**src/rtl/onehot_ring_guard.sv**
```systemverilog
module onehot_ring_guard #(
  parameter int N = 8
) (
  input  logic         clk,
  input  logic         rst,
  input  logic         adv,
  input  logic         heal_en,
  input  logic [N-1:0] flip_mask,
  output logic [N-1:0] state_q,
  output logic         upset_o,
  output logic         home_o
);

  localparam logic [N-1:0] HOME = N'(1);

  logic [N-1:0] rot_w;
  logic [N-1:0] base_w;
  logic         heal_w;

  assign rot_w   = {state_q[N-2:0], state_q[N-1]};
  assign base_w  = adv ? rot_w : state_q;
  assign upset_o = ~(^state_q);
  assign heal_w  = heal_en & upset_o;
  assign home_o  = (state_q == HOME);

  always_ff @(posedge clk) begin
    if (rst)         state_q <= HOME;
    else if (heal_w) state_q <= HOME;
    else             state_q <= base_w ^ flip_mask;
  end

endmodule

```
**config.mk**
```make
export PLATFORM = sky130hd
export DESIGN_NAME = onehot_ring_guard
export DESIGN_NICKNAME = d
export VERILOG_FILES = /design/src/rtl/onehot_ring_guard.sv
export SDC_FILE = /design/constraint.sdc
export NUM_CORES = 1
export LEC_CHECK = 0
export BUFFER_PORTS_ARGS = -buffer_cell sky130_fd_sc_hd__buf_4
export CORE_AREA = 2 2 39 41
export CTS_CLUSTER_DIAMETER = 200
export DETAILED_ROUTE_END_ITERATION = 7
export DIE_AREA = 0 0 41 43
export PLACE_DENSITY = 0.75
export SKIP_LAST_GASP = 1
export SLEW_MARGIN = 25
export SYNTH_ARGS = -nofsm -noshare
export SYNTH_HDL_FRONTEND = slang
export SYNTH_SLANG_ARGS = --single-unit
```
**constraint.sdc**
```tcl
create_clock -name clk -period 2.7 [get_ports clk]
set_clock_uncertainty 0.1 [all_clocks]
set_input_delay 0.27 -clock clk [delete_from_list [all_inputs] [get_ports clk]]
set_output_delay 0.27 -clock clk [all_outputs]
set_load 0.05 [all_outputs]
```
==> results.yml, run 1 <==
sta:
  rsz0062_at_grt: "no"
  hold_viol_final: 0
  fin_tns_setup_ns: 0
  holdWs_ns: 0.142
  slew_headroom: 0.716
  timing.fmax_mhz: 455
  period_needed_ns: 2.20
  max_slew.worst_pin.slew_ns: 0.423
  period_share: 0.814
  setup-violations-final: 0
  maxSlewViolCount: 0
worst_setup_path:
  cp-end-kind: "output pin"
  reg2reg_slack_ns: 1.00
  reg2regPathDepth: 5
  worstSetupPathType: "reg2out"
  crit_required_ns: 2.33
  critPathLaunchType: "flop"
  cp.arrival_ns: 1.83
  cp_max_fo: 9
  reg2reg_from: "state_q[2]$_SDFF_PP0_"
  r2r_end: "state_q[0]$_SDFF_PP1_"
cells_and_area:
  final_nets: 89
  top_regs: "state_q x8"
  fillerInstances: 137
  postLayoutCoreUtil: 0.499
  regMostFlops: "state_q"
  n_antenna_cell: 0
  drive_above_1_share: 0.352
  largest_reg_flops: 8
  area_growth_pct: 37.3
  stdcell_area_sq_um: 691
floorplanning:
  rows: 14
  fp.dieW_microns: 41
  initial_utilization: 0.363
  die_h_microns: 43
  core-area_sq_mm: 0.00138
  boundaryPins: 22
  dieArea_sq_mm: 0.00176
cts:
  clk_latency_ns: 0.25
  hold_buffers: 0
  cts_buffers: 3
  path_clk_slew_ns: 0.05
  cts_tree: "yes"
  ctsResizeCount: 0
  cts.htree.levels: 1
  root_buffer: "clkbuf_4"
  clockBufferDepth: 2
  postCtsSetupBuffers: 0
  numClockSinks: 8
detailed_routing:
  wl_per_cell_microns: 11.8
  ant_nets: 0
  drtIter0Drc: 4
  wirelength_microns: 1020
  num_vias: 401
  viasPerCell: 4.61
  drt_pass1_iterations: 4
  drc: 0
placed_design:
  placed_cell_area_sq_um: 668
  hpwl_microns: 862
  port_buffers: 21
  place_congestion: 0.679
outcome:
  outcome: "completed"
worst_hold_path:
  worstHoldPathCells: 2
  min_path_type: "in2reg"
  min_to: "state_q[3]$_SDFF_PP0_"
  hold_start: "rst"
run:
  max_cap_viol_count: 0
grt:
  grt.total_usage: 0.144
  antenna_found_initial: 0
  grt_first_pass_wirelength_microns: 1590
  grt_max_degree: 10
  grt_pass1_vias: 382
  gr-total-overflow: 0
yosys:
  netlist_area_sq_um: 503
  synth_seq_cells: 8
  ys_types: 12
  syn-num-nets: 66
  synthCells: 50
  syn_area_per_cell_sq_um: 10.1
  ys_seq_area_frac: 0.318
  ys.warnings.count: 0
-- cells in the final DEF, fill, tap and decap left out --
| cell | instances |
|---|---|
| mux2i_1 | 8 |
| xnor2_1 | 2 |
| ha_1 | 4 |
| clkbuf_4 | 3 |
| buf_4 | 21 |
| a211oi_1 | 7 |
| and4_1 | 1 |
| xor2_1 | 8 |
| a211o_1 | 1 |
| inv_1 | 7 |
| xnor2_2 | 1 |
| dfxtp_1 | 8 |
-- worst max-delay path, stage by stage, from the launching register on --
cell     delay (ns)
dfxtp_1        0.36
inv_1          0.06
ha_1           0.30
xor2_1         0.19
xnor2_2        0.39
buf_4          0.28
-- metal layers --
metal	global-route usage	share of wire	vias to the layer above
met2	0.206	0.52	9
met5	0	0	-
met4	0.120	0	0
li1	-	-	214
met3	0.0471	0.040	0
met1	0.162	0.43	178
-- cells by family (layout without fill, tap and decap cells) --
| kind of cell | after synthesis | after routing | synth area share |
|---|---|---|---|
| simple gates | 1 | 1 | 0.0174 |
| buf+inv | 10 | 31 | 0.0771 |
| fa+ha+maj | 4 | 4 | 0.0995 |
| mux | 8 | 8 | 0.159 |
| compound gates | 8 | 8 | 0.122 |
| flops | 8 | 8 | 0.318 |
| xor+xnor | 11 | 11 | 0.206 |
-- area by class of cell --
type	count	area, sq um	area share
multi-input cells	32	304	0.440
flip-flops and latches	8	160	0.232
repair buffers	21	158	0.228
inverters	7	26.3	0.0380
clock buffers	3	22.5	0.0326
well taps	16	20.0	0.0290
-- through the flow --
stage          cells  setup WS (ns)
6_report          87          0.501
5_1_grt           87          0.382
4_1_cts           87          0.481
3_5_place_dp      84          0.757
3_3_place_gp      84          0.783
2_1_floorplan     50          0.365
-- how the worst max path moves through the flow --
stage,from,endpoint,slack (ns),cells after the start
finish,state_q[6]$_SDFF_PP0_,upset_o,0.50,5
global route,state_q[6]$_SDFF_PP0_,upset_o,0.38,5
CTS,state_q[6]$_SDFF_PP0_,upset_o,0.48,5
detailed placement,state_q[6]$_SDFF_PP0_,upset_o,0.76,5
global placement,state_q[6]$_SDFF_PP0_,upset_o,0.78,5
floorplan,state_q[6]$_SDFF_PP0_,state_q[1]$_SDFF_PP0_,0.37,5
-- synth_stat cells --
master / instances / area, sq um
xor2_1: 8 / 70.1
a211oi_1: 7 / 52.6
inv_1: 7 / 26.3
and4_1: 1 / 8.76
xnor2_1: 2 / 17.5
ha_1: 4 / 50.1
a211o_1: 1 / 8.76
buf_1: 2 / 7.51
dfxtp_1: 8 / 160
xnor2_2: 1 / 16.3
buf_2: 1 / 5.00
mux2i_1: 8 / 80.1
Power of run 1 is not shown: default switching activity piles up to over one toggle a cycle in this logic, so the estimate is an artifact.
==> inputs of run 2 (changes only) <==
- clock period: 2.7 -> 2.25 ns (I/O delays scaled with it)
==> run 2 against run 1 <==
Wire length rose by 8.4%. Hold slack got worse by 0.043 ns. Setup slack worse by 0.37 ns. Flip-flop and latch count unchanged. Critical path type unchanged. Critical endpoint unchanged.
==> results.yml, run 2 (synthesized netlist as in run 1, its figures left out) <==
floorplanning:
  initial_utilization: 0.363
  boundaryPins: 22
  fp.dieW_microns: 41
  core-area_sq_mm: 0.00138
  die_h_microns: 43
  dieArea_sq_mm: 0.00176
  rows: 14
grt:
  grt_first_pass_wirelength_microns: 1840
  gr-total-overflow: 0
  grt.total_usage: 0.157
  antenna_found_initial: 0
  grt_max_degree: 10
  grt_pass1_vias: 467
outcome:
  outcome: "completed"
worst_hold_path:
  min_path_type: "in2reg"
  worstHoldPathCells: 2
sta:
  slew_headroom: 0.802
  hold_viol_final: 0
  timing.fmax_mhz: 472
  period_share: 0.941
  holdWs_ns: 0.0993
  fin_tns_setup_ns: 0
  period_needed_ns: 2.12
  setup-violations-final: 0
  maxSlewViolCount: 0
  max_slew.worst_pin.slew_ns: 0.297
  rsz0062_at_grt: "no"
detailed_routing:
  num_vias: 428
  drc: 0
  drt_pass1_iterations: 2
  wirelength_microns: 1110
  drtIter0Drc: 1
  viasPerCell: 4.92
  wl_per_cell_microns: 12.7
  ant_nets: 0
cts:
  clk_latency_ns: 0.25
  cts.htree.levels: 1
  hold_buffers: 0
  numClockSinks: 8
  cts_buffers: 3
  postCtsSetupBuffers: 0
  cts_tree: "yes"
  root_buffer: "clkbuf_4"
  ctsResizeCount: 0
  clockBufferDepth: 2
  path_clk_slew_ns: 0.06
cells_and_area:
  postLayoutCoreUtil: 0.518
  final_nets: 89
  largest_reg_flops: 8
  regMostFlops: "state_q"
  n_antenna_cell: 0
  layout_common_cells: "21 x buf_4, 8 x mux2i_1, 8 x dfxtp_1"
  stdcell_area_sq_um: 717
  top_regs: "state_q x8"
  area_growth_pct: 42.5
  drive_above_1_share: 0.380
  final_common_cell: "buf_4"
worst_setup_path:
  reg2regPathDepth: 5
  critPathLaunchType: "flop"
  cp.arrival_ns: 1.79
  cp_max_fo: 9
  worstSetupPathType: "reg2out"
  cp-end-kind: "output pin"
  path_cells: "inv_1 > ha_1 > xor2_2 > xnor2_4 > buf_4"
  crit_slowest_cell: "dfxtp_1"
  reg2reg_slack_ns: 0.53
  crit_required_ns: 1.92
  critical-path-max-stage-delay_ns: 0.38
placed_design:
  hpwl_microns: 838
  placed_cell_area_sq_um: 679
  place_congestion: 0.731
  port_buffers: 21
run:
  max_cap_viol_count: 0
run 2: worst paths after layout:
| kind | start | to |
|---|---|---|
| max | state_q[7]$_SDFF_PP0_ | upset_o |
| min | rst | state_q[1]$_SDFF_PP0_ |
| max reg2reg | state_q[7]$_SDFF_PP0_ | state_q[0]$_SDFF_PP1_ |
| min reg2reg | state_q[6]$_SDFF_PP0_ | state_q[7]$_SDFF_PP0_ |
run 2: critical path: cells and delay by family, from the launching register on:
| kind | cells | cell delay [ns] |
|---|---|---|
| fa+ha+maj | 1 | 0.31 |
| buf+inv | 2 | 0.32 |
| xor+xnor | 2 | 0.53 |
| flops | 1 | 0.38 |
run 2: metal layers:
layer | wire length, microns | vias up | GRT usage | part of all wire
met4 | 13 | 0 | 0.100 | 0.012
met5 | 0 | - | 0 | 0
met3 | 22 | 2 | 0.0314 | 0.020
li1 | - | 213 | - | -
met2 | 616 | 8 | 0.259 | 0.56
met1 | 457 | 205 | 0.169 | 0.41
run 2: metrics by stage:
stage / instances / setup WS [ns]
CTS: 87 / 0.0555
detailed placement: 84 / 0.338
global route: 87 / 0.0556
finish: 87 / 0.134
global placement: 84 / 0.363
floorplan: 50 / 0.0582
run 2: area by class of cell:
type	instances	area, sq um
flip-flops and latches	8	160
fillers	139	667
repair buffers	21	158
clock buffers	3	22.5
inverters	7	26.3
well taps	16	20.0
multi-input cells	32	330
Power of run 2 is left out for the same reason.
